File: src/rtl/ea_pkg.sv
package ea_pkg;

  localparam int OPC_W = 8;

  typedef enum logic [3:0] {
    MD_NONE, MD_IMM, MD_ZP, MD_ZPX, MD_ZPY, MD_ABS, MD_ABSX, MD_ABSY,
    MD_INDX, MD_INDY, MD_ACC, MD_ILL
  } addrMode_e;

  typedef enum logic [1:0] { AS_FPTR, AS_ZPDATA, AS_ZPNEXT } addrSel_e;
  typedef enum logic [1:0] { IX_NONE, IX_X, IX_Y } idxSel_e;

  // strobes from control to datapath
  typedef struct packed {
    logic     loadStart;
    logic     immStart;
    logic     fptrAdv;
    logic     setLo;
    logic     setHi;
    logic     latchZp;
    logic     memRd;
    addrSel_e addrSel;
    idxSel_e  idxSel;
    logic     idxZp;
    logic     ptrIdxX;
    logic     penaltyOk;
  } ctrlStrobe_t;

  function automatic addrMode_e decodeMode(input logic [OPC_W-1:0] opc, input logic wr);
    logic [2:0] grp;
    logic [2:0] fld;
    logic [1:0] cls;
    logic       useY;
    addrMode_e  m;
    grp  = opc[7:5];
    fld  = opc[4:2];
    cls  = opc[1:0];
    useY = (grp == 3'b100) || (grp == 3'b101);
    m    = MD_ILL;
    unique case (cls)
      2'b01: begin
        unique case (fld)
          3'b000: m = MD_INDX;
          3'b001: m = MD_ZP;
          3'b010: m = MD_IMM;
          3'b011: m = MD_ABS;
          3'b100: m = MD_INDY;
          3'b101: m = MD_ZPX;
          3'b110: m = MD_ABSY;
          default: m = MD_ABSX;
        endcase
      end
      2'b00: begin
        unique case (fld)
          3'b000: m = MD_IMM;
          3'b001: m = MD_ZP;
          3'b011: m = MD_ABS;
          3'b101: m = MD_ZPX;
          3'b111: m = MD_ABSX;
          default: m = MD_ILL;
        endcase
      end
      2'b10: begin
        unique case (fld)
          3'b000: m = MD_IMM;
          3'b001: m = MD_ZP;
          3'b010: m = MD_ACC;
          3'b011: m = MD_ABS;
          3'b101: m = useY ? MD_ZPY : MD_ZPX;
          3'b111: m = useY ? MD_ABSY : MD_ABSX;
          default: m = MD_ILL;
        endcase
      end
      default: m = MD_ILL;
    endcase
    if (m == MD_IMM && wr) m = MD_ILL;
    return m;
  endfunction

endpackage

File: src/rtl/ea_ctrl.sv
module ea_ctrl
  import ea_pkg::*;
(
  input  logic             clk,
  input  logic             rstN,
  input  logic             start,
  input  logic [OPC_W-1:0] opcode,
  input  logic             isWrite,
  output ctrlStrobe_t      strb,
  output logic             done,
  output addrMode_e        modeR
);

  typedef enum logic [2:0] {
    ST_IDLE, ST_RDLO, ST_GETLO, ST_GETHI, ST_GETPLO, ST_GETPHI, ST_DONE
  } state_e;

  state_e    state, nextState;
  logic      wrR;
  addrMode_e decoded;

  assign decoded = decodeMode(opcode, isWrite);

  always_ff @(posedge clk) begin
    if (!rstN) begin
      state <= ST_IDLE;
      modeR <= MD_NONE;
      wrR   <= 1'b0;
    end else begin
      state <= nextState;
      if (state == ST_IDLE && start) begin
        modeR <= decoded;
        wrR   <= isWrite;
      end
    end
  end

  logic isAbs, isZp, isInd;
  assign isAbs = (modeR == MD_ABS) || (modeR == MD_ABSX) || (modeR == MD_ABSY);
  assign isZp  = (modeR == MD_ZP)  || (modeR == MD_ZPX)  || (modeR == MD_ZPY);
  assign isInd = (modeR == MD_INDX) || (modeR == MD_INDY);

  always_comb begin
    strb      = '0;
    nextState = state;
    // per-mode static controls
    unique case (modeR)
      MD_ZPX, MD_ABSX:          strb.idxSel = IX_X;
      MD_ZPY, MD_ABSY, MD_INDY: strb.idxSel = IX_Y;
      default:                  strb.idxSel = IX_NONE;
    endcase
    strb.idxZp     = (modeR == MD_ZPX) || (modeR == MD_ZPY);
    strb.ptrIdxX   = (modeR == MD_INDX);
    strb.penaltyOk = !wrR && ((modeR == MD_ABSX) || (modeR == MD_ABSY) || (modeR == MD_INDY));
    strb.addrSel   = AS_FPTR;

    unique case (state)
      ST_IDLE: begin
        if (start) begin
          strb.loadStart = 1'b1;
          strb.immStart  = (decoded == MD_IMM);
          if (decoded == MD_IMM || decoded == MD_ACC || decoded == MD_ILL)
            nextState = ST_DONE;
          else
            nextState = ST_RDLO;
        end
      end
      ST_RDLO: begin
        strb.memRd   = 1'b1;
        strb.fptrAdv = 1'b1;
        nextState    = ST_GETLO;
      end
      ST_GETLO: begin
        strb.setLo = 1'b1;
        if (isAbs) begin
          strb.memRd   = 1'b1;
          strb.fptrAdv = 1'b1;
          nextState    = ST_GETHI;
        end else if (isInd) begin
          strb.memRd   = 1'b1;
          strb.addrSel = AS_ZPDATA;
          strb.latchZp = 1'b1;
          nextState    = ST_GETPLO;
        end else begin
          nextState = ST_DONE;
        end
      end
      ST_GETHI: begin
        strb.setHi = 1'b1;
        nextState  = ST_DONE;
      end
      ST_GETPLO: begin
        strb.setLo   = 1'b1;
        strb.memRd   = 1'b1;
        strb.addrSel = AS_ZPNEXT;
        nextState    = ST_GETPHI;
      end
      ST_GETPHI: begin
        strb.setHi = 1'b1;
        nextState  = ST_DONE;
      end
      default: nextState = ST_IDLE;
    endcase
  end

  assign done = (state == ST_DONE);

  logic unusedZp;
  assign unusedZp = isZp;

endmodule

File: src/rtl/ea_dp.sv
module ea_dp
  import ea_pkg::*;
#(
  parameter int DATA_W = 8,
  localparam int ADDR_W = 2 * DATA_W
) (
  input  logic              clk,
  input  logic              rstN,
  input  ctrlStrobe_t       strb,
  input  logic [ADDR_W-1:0] pcIn,
  input  logic [DATA_W-1:0] xIdx,
  input  logic [DATA_W-1:0] yIdx,
  input  logic [DATA_W-1:0] memRdata,
  output logic [ADDR_W-1:0] memAddr,
  output logic [ADDR_W-1:0] effAddr,
  output logic              extraCycle,
  output logic [1:0]        bytesUsed
);

  logic [ADDR_W-1:0] fptr, base;
  logic [DATA_W-1:0] zpReg, xR, yR, zpNow, idx;
  logic [DATA_W:0]   lowSum;

  assign zpNow = memRdata + (strb.ptrIdxX ? xR : '0);

  always_ff @(posedge clk) begin
    if (!rstN) begin
      fptr      <= '0;
      base      <= '0;
      zpReg     <= '0;
      xR        <= '0;
      yR        <= '0;
      bytesUsed <= '0;
    end else if (strb.loadStart) begin
      fptr      <= strb.immStart ? pcIn + 1'b1 : pcIn;
      base      <= strb.immStart ? pcIn : '0;
      bytesUsed <= strb.immStart ? 2'd1 : 2'd0;
      xR        <= xIdx;
      yR        <= yIdx;
    end else begin
      if (strb.fptrAdv) begin
        fptr      <= fptr + 1'b1;
        bytesUsed <= bytesUsed + 2'd1;
      end
      if (strb.setLo)   base[DATA_W-1:0]      <= memRdata;
      if (strb.setHi)   base[ADDR_W-1:DATA_W] <= memRdata;
      if (strb.latchZp) zpReg                 <= zpNow;
    end
  end

  always_comb begin
    unique case (strb.addrSel)
      AS_ZPDATA: memAddr = {{DATA_W{1'b0}}, zpNow};
      AS_ZPNEXT: memAddr = {{DATA_W{1'b0}}, zpReg + 1'b1};
      default:   memAddr = fptr;
    endcase
  end

  always_comb begin
    unique case (strb.idxSel)
      IX_X:    idx = xR;
      IX_Y:    idx = yR;
      default: idx = '0;
    endcase
  end

  assign lowSum     = {1'b0, base[DATA_W-1:0]} + {1'b0, idx};
  assign effAddr    = strb.idxZp ? {{DATA_W{1'b0}}, lowSum[DATA_W-1:0]}
                                 : base + {{DATA_W{1'b0}}, idx};
  assign extraCycle = strb.penaltyOk && lowSum[DATA_W];

endmodule

File: src/rtl/ea_sequencer.sv
module ea_sequencer
  import ea_pkg::*;
#(
  parameter int DATA_W = 8,
  localparam int ADDR_W = 2 * DATA_W
) (
  input  logic              clk,
  input  logic              rstN,
  input  logic              start,
  input  logic [OPC_W-1:0]  opcode,
  input  logic              isWrite,
  input  logic [ADDR_W-1:0] pcIn,
  input  logic [DATA_W-1:0] xIdx,
  input  logic [DATA_W-1:0] yIdx,
  output logic [ADDR_W-1:0] memAddr,
  output logic              memRd,
  input  logic [DATA_W-1:0] memRdata,
  output logic              done,
  output logic [ADDR_W-1:0] effAddr,
  output logic              accTarget,
  output logic              immFlag,
  output logic              illegalFlag,
  output logic              extraCycle,
  output logic [1:0]        bytesUsed
);

  ctrlStrobe_t strb;
  addrMode_e   modeR;

  ea_ctrl uCtrl (
    .clk(clk), .rstN(rstN), .start(start), .opcode(opcode), .isWrite(isWrite),
    .strb(strb), .done(done), .modeR(modeR)
  );

  ea_dp #(.DATA_W(DATA_W)) uDp (
    .clk(clk), .rstN(rstN), .strb(strb), .pcIn(pcIn), .xIdx(xIdx), .yIdx(yIdx),
    .memRdata(memRdata), .memAddr(memAddr), .effAddr(effAddr),
    .extraCycle(extraCycle), .bytesUsed(bytesUsed)
  );

  assign memRd       = strb.memRd;
  assign accTarget   = (modeR == MD_ACC);
  assign immFlag     = (modeR == MD_IMM);
  assign illegalFlag = (modeR == MD_ILL);

endmodule

File: config.mk
export PLATFORM = sky130hd
export DESIGN_NAME = ea_sequencer
export DESIGN_NICKNAME = d
export VERILOG_FILES = /design/src/rtl/ea_pkg.sv /design/src/rtl/ea_ctrl.sv /design/src/rtl/ea_dp.sv /design/src/rtl/ea_sequencer.sv
export SDC_FILE = /design/constraint.sdc
export NUM_CORES = 1
export LEC_CHECK = 0
export ABC_AREA = 1
export BUFFER_PORTS_ARGS = -buffer_cell sky130_fd_sc_hd__buf_4
export CAP_MARGIN = 15
export CORE_MARGIN = 10
export CORE_UTILIZATION = 57
export CTS_CLUSTER_SIZE = 16
export DETAILED_ROUTE_END_ITERATION = 12
export PLACE_DENSITY = 0.85
export SYNTH_ARGS = -nofsm -noshare
export SYNTH_HDL_FRONTEND = slang
export SYNTH_SLANG_ARGS = --single-unit
File: constraint.sdc
create_clock -name clk -period 5.5 [get_ports clk]
set_input_delay 1.1 -clock clk [delete_from_list [all_inputs] [get_ports clk]]
set_output_delay 1.1 -clock clk [all_outputs]
set_load 0.005 [all_outputs]
Yosys cells after proc, flatten, opt, wreduce, memory -nomap -nowiden. Index checks and enable logic that the tools add are counted.

Add/subtract/negate cells: 7. Eq/ne operators: 36. Mux-type cells: 40. Bitwise operators: 1. Reduce and logical (&&, ||, !) cells: 26.

Operators with widths (number): two-way mux 16 bit (6); adder 16 x 1 -> 16 bit (second input constant) (2); one-hot mux 16 bit (2 select lines) (1); one-hot mux 4 bit (7 select lines) (1); equality test 3 bit (second input constant) (9); equality test 4 bit (second input constant) (6); two-way mux 8 bit (3); one-hot mux 4 bit (6 select lines) (1); one-hot mux 4 bit (5 select lines) (1); adder 16 x 8 -> 16 bit (1); equality test 4 x 3 -> 1 bit (second input constant) (4); one-hot mux 8 bit (2 select lines) (1); one-hot mux 3 bit (5 select lines) (1); equality test 3 x 2 -> 1 bit (second input constant) (4); equality test 4 x 1 -> 1 bit (second input constant) (3); two-way mux 2 bit (6); two-way mux 3 bit (4); one-hot mux 4 bit (3 select lines) (1); adder 8 x 8 -> 9 bit (1); logical OR 1 bit (9); adder 8 x 1 -> 8 bit (second input constant) (1); adder 8 bit (1); two-way mux 1 bit (8); two-way mux 4 bit (2); 17 further kinds (33).

Register bits: 66. Bits of input ports: 52. Output and inout bits: 40.

Depth between registers and ports, before layout.
Word-level depth: 14. Mapped depth: 24. Gate-level depth less buffers: 23.

Hierarchy. From an unflattened synthesis, not the netlist that was laid out.

Cells, all modules: 864. Area, all modules: 5311.3 um^2.

Modules (own cells, without submodules): ea_dp (times used 1, cells each 714, area an instance 4480.5 um^2, seq. area each 1161.1 um^2); ea_ctrl (times used 1, cells each 139, area an instance 787.0 um^2, seq. area each 160.2 um^2); ea_sequencer (times used 1, cells each 11, area an instance 43.8 um^2, seq. area each 0.0 um^2).

Worst setup path before layout. OpenSTA, ideal clock, no wires.

Path kind: register -> output. Start point: register uCtrl.modeR[2]. End point: output port effAddr[12]. Data arrival time: 3133 ps. Required time: 4400 ps. Path slack: 1267 ps. Stages on the path, launching flop included: 23. Path buffers: 1. Path through: dfxtp_1 inv_1 nor2_1 inv_1 o21ai_0 a21oi_1 inv_1 ha_1 clkbuf_1 nand2_1 a21oi_1 ha_1 inv_1 fa_1 o21ai_0 nand2_1 nand2_1 nand2_1 nor2_1 nand2_1 inv_1 a21oi_1 a211oi_1.

Word-level cells in the longest chain between the ends: 7. Elaborated cells on any way between the ends: 14.

RTL lines: start, declared (line ea_ctrl.sv:11) `output addrMode_e modeR`; start signal, assigned (line ea_ctrl.sv:32) `modeR <= decoded;`; equality test 4 bit, or another cell as far along (line ea_ctrl.sv:47) `unique case (modeR)`; OR reduction 3 bit or OR reduction 2 bit (tied branches) (line ea_ctrl.sv:47); one-hot mux 2 bit (2 select lines) (line ea_ctrl.sv:47); equality test 2 bit or equality test 2 x 1 -> 1 bit (tied branches) (line ea_dp.sv:60) `unique case (strb.idxSel)`; one-hot mux 8 bit (2 select lines) (line ea_dp.sv:60); adder 16 x 8 -> 16 bit (line ea_dp.sv:69) `: base + {{DATA_W{1'b0}}, idx};`; two-way mux 16 bit (*) (line ea_dp.sv:68) `assign effAddr = strb.idxZp ? {{DATA_W{1'b0}}, lowSum[DATA_W-1:0]}`; end, declared (line ea_sequencer.sv:19) `output logic [ADDR_W-1:0] effAddr,`.

Every way passes the cells marked *; elsewhere a longest branch is shown, timed or not.

Worst setup path after layout.
Start point: register uCtrl.modeR[3]. End point: output port effAddr[14].

The elaborated chain is that of the path after synthesis.

==> qor.log <==
qor: power.internal-power 1383 µW
qor: placement.globalplace.congestion 0.9536
qor: power.pwr-share-seq 32.2%
qor: route.detailroute.via_count 5775
qor: setup_path.critical_path_peak_fanout 8
qor: final_layout.num-fill-cells 781
qor: setup_path.setup_crit_path_kind reg2out
qor: route.antenna_left 0
qor: die.initial_utilization 58.41%
qor: sta.hold_viol 0
qor: cts.numClockSinks 66
qor: setup_path.crit_path_start_kind flop
qor: cts.cts_root_buf sky130_fd_sc_hd__clkbuf_8
qor: final_layout.syn_to_final_growth 17.66%
qor: cts.cts_tree yes
qor: global_routing.grt_use_total 23.34%
qor: sta.final-setup-viol-count 0
qor: placement.place_hpwl 12140 µm
qor: placement.numPlacedInstances 987
qor: placement.port-buffer-count 90
qor: sta.grt_setup_unrepaired false
qor: route.post-route-drc-count 0
qor: sta.finalCriticalPeriod 5120 ps
qor: power.power.net_switching 1035 µW
qor: synthesis.synth_sequential_area_ratio 25.94%
qor: global_routing.first_global_vias 5427
qor: setup_path.timing.critical_path.cells inv_1 > nor2_1 > inv_1 > nor2_1 > inv_1 > o21ai_0 > a21oi_1 > inv_1 > ha_1 > a21oi_1 > ha_1 > inv_1 > fa_1 > o21ai_2 > nand2_1 > nand2_1 > nand2_1 > nor2_1 > nand2_1 > inv_1 > a31oi_1 > nor3_1 > buf_4
qor: synthesis.avgSynthCellArea 6.265 µm²
qor: sta.whs 473.6 ps
qor: cts.cts_setup_buffers 0
qor: route.viasPerCell 5.758
qor: power.comb_power_share 47.1%
qor: power.netSwitchingFraction 42.82%
qor: final_layout.finalNonFillerCells 1003
qor: global_routing.grt.overflow.total 0
qor: synthesis.ys_top_cells_by_area sky130_fd_sc_hd__dfxtp_1 26%, sky130_fd_sc_hd__nand2_1 14%, sky130_fd_sc_hd__inv_1 8.9%
qor: die.floorplan.die_area 0.01312 mm²
qor: sta.clock_tree_skew_after_final_layout 7.146 ps
qor: synthesis.postSynth.topFlopCell sky130_fd_sc_hd__dfxtp_1
qor: cts.clock_insertion_delay_worst_skew 350 ps
qor: final_layout.final_layout_size_suffix_gt1_share 13.74%
qor: setup_path.critical-path-slowest-cell sky130_fd_sc_hd__fa_1
qor: route.avgRoutedWirePerCell 15.52 µm
qor: sta.headroom_to_the_max_slew_limit 40.60%
qor: run_status.outcome finished, final reports clean
qor: setup_path.cell_seen_most_often_among_critical_path_stages sky130_fd_sc_hd__inv_1
qor: power.power-per-cell-area 403.4 mW/mm²
qor: cts.htree_num_levels 3
qor: cts.tritoncts.num_buffers 9
qor: setup_path.cp_data_required_time 4400 ps
qor: setup_path.worst_endpoint_data_arrival_time 4020 ps
qor: final_layout.design.final.nets 966
qor: sta.achievable-frequency 195.3 MHz
qor: setup_path.worst_setup_path_end_kind output pin
qor: die.chip_height 114.5 µm
qor: power.share_clk_of_total_power 20.7%
qor: run.maxCapViolations 0
qor: global_routing.global_route_wire_length_before_repair 25560 µm
qor: synthesis.synth_top_area_cell sky130_fd_sc_hd__dfxtp_1
qor: synthesis.synth_cell_type_count 45
qor: global_routing.grt_antenna_before_repair 0
qor: worst_hold_path.timing.hold.worst.class reg2reg
qor: die.ioPinCount 92
qor: setup_path.critical-path-max-stage-delay 420 ps
qor: sta.max_slew.worst_pin.slew 888.9 ps
qor: power.power.leakage 0.002835 µW
qor: power.power.ir.vdd_worst 0.3222 mV
qor: synthesis.synth.ff_latch_count 66
qor: synthesis.synthMostInstantiatedCell sky130_fd_sc_hd__nand2_1
qor: synthesis.postSynthCellCount 813
qor: sta.finalCritPeriodShare 93.08%
qor: synthesis.yosys.area.top_type_share 25.94%
qor: sta.timing.final.max_slew_violations 0
qor: cts.clk_path_buf_depth 2
qor: die.fp.dieW 114.5 µm
qor: synthesis.synth_async_sr_flop_share 0%
qor: synthesis.synth-warning-count 0
qor: synthesis.edff_count_synth 0
qor: die.fp-row-count 34
qor: sta.tns 0 ps
qor: die.core_region_area 0.008721 mm²
qor: synthesis.yosys-top-cells-count 192 x sky130_fd_sc_hd__nand2_1, 121 x sky130_fd_sc_hd__inv_1, 72 x sky130_fd_sc_hd__o21ai_0
qor: synthesis.postSynthNetCount 889
qor: route.1st_iter_drt_viols 444
qor: global_routing.grt_start_max_net_pins 36
qor: route.routed_wl 15570 µm
qor: final_layout.insertedDiodeCount 0
qor: route.detailedRoute.firstPassIterationCount 5
qor: synthesis.synth_area 0.005094 mm²
qor: cts.clkTransAtPathRegs 80 ps
## power by group through the flow
stage / registers (µW) / logic (µW) / clock network [µW]
global placement: 777 / 1090 / 0
detailed placement: 783 / 1120 / 0
global route: 799 / 1270 / 524
floorplan: 741 / 733 / 0
CTS: 774 / 1130 / 502
finish: 778 / 1140 / 501
## sequential cells by signal (all words and copies together), names as in the netlist
name           flops
uCtrl.wrR          1
uDp.zpReg          8
uDp.base          16
uDp.xR             8
uDp.yR             8
uDp.bytesUsed      2
uDp.fptr          16
uCtrl.modeR        4
uCtrl.state        3
## critical path, delay by kind of cell, from the launching register on
family / cells / cell delay [ps]
compound gates: 5 / 890
fa+ha+maj: 3 / 1020
buf+inv: 7 / 700
flops: 1 / 320
simple gates: 8 / 760
## per-stage QoR
| step | setup slack, ps | utilization, % | power (µW) | area [µm²] |
|---|---|---|---|---|
| after global placement | 816.2 | 66.01 | 1868 | 5757 |
| after CTS | 268.7 | 68.68 | 2409 | 5989 |
| after floorplan | 1267 | - | 1474 | 5094 |
| after global routing | 19.74 | 68.72 | 2595 | 5993 |
| after detailed placement | 660.3 | 66.01 | 1905 | 5757 |
| final | 380.4 | 68.72 | 2418 | 5993 |
## layout by cell type (no fill, tap or decap), types with 4 or more instances in the layout
cell	n
sky130_fd_sc_hd__a21oi_1	58
sky130_fd_sc_hd__a22o_1	9
sky130_fd_sc_hd__a22oi_1	4
sky130_fd_sc_hd__a31oi_1	25
sky130_fd_sc_hd__buf_4	91
sky130_fd_sc_hd__clkbuf_8	9
sky130_fd_sc_hd__dfxtp_1	66
sky130_fd_sc_hd__ha_1	22
sky130_fd_sc_hd__inv_1	121
sky130_fd_sc_hd__nand2_1	192
sky130_fd_sc_hd__nand2_2	4
sky130_fd_sc_hd__nand3_1	53
sky130_fd_sc_hd__nand4_1	4
sky130_fd_sc_hd__nor2_1	69
sky130_fd_sc_hd__nor3_1	19
sky130_fd_sc_hd__nor4_1	6
sky130_fd_sc_hd__o21ai_0	71
sky130_fd_sc_hd__xnor2_1	6
sky130_fd_sc_hd__xor2_1	20
## worst paths after layout
kind	cells past startpoint	end	startpoint	slack, ps
hold / removal	2	uDp.bytesUsed[1]	uDp.bytesUsed[1]	470
setup reg to reg	10	uDp.fptr[14]	uCtrl.state[0]	2570
hold reg to reg	2	uDp.bytesUsed[1]	uDp.bytesUsed[1]	470
setup / recovery	23	effAddr[14]	uCtrl.modeR[3]	380
## routing by layer
metal / part of all wire, % / track usage (%)
met1: 42 / 28.96
met2: 48 / 39.26
met3: 7.6 / 3.669
met4: 2.8 / 9.273
met5: 0 / 0
## layout make-up
class                   count  area [µm²]  share of cell area, %
multi-input cells         596        3141                  52.40
repair buffers             91       683.2                  11.40
clock inverters             6       105.1                  1.754
flip-flops and latches     66        1321                  22.05
clock buffers              10       127.6                  2.129
inverters                 126       480.5                  8.017
well taps                 108       135.1                  2.255
## logic make-up after synthesis
logic type	count (synthesis)	synth area share [%]
flops	66	25.94
compound gates	189	21.22
simple gates	357	29.70
fa+ha+maj	24	6.190
buf+inv	151	12.48
xor+xnor	26	4.471
## repair_timing
| action | CTS | global route |
|---|---|---|
| resized for setup | 0 | 2 |
| endpoints found under the setup margin | 0 | 2 |
| hold buffers | 0 | 0 |
Note: power is estimated with default switching activity, not from simulation.
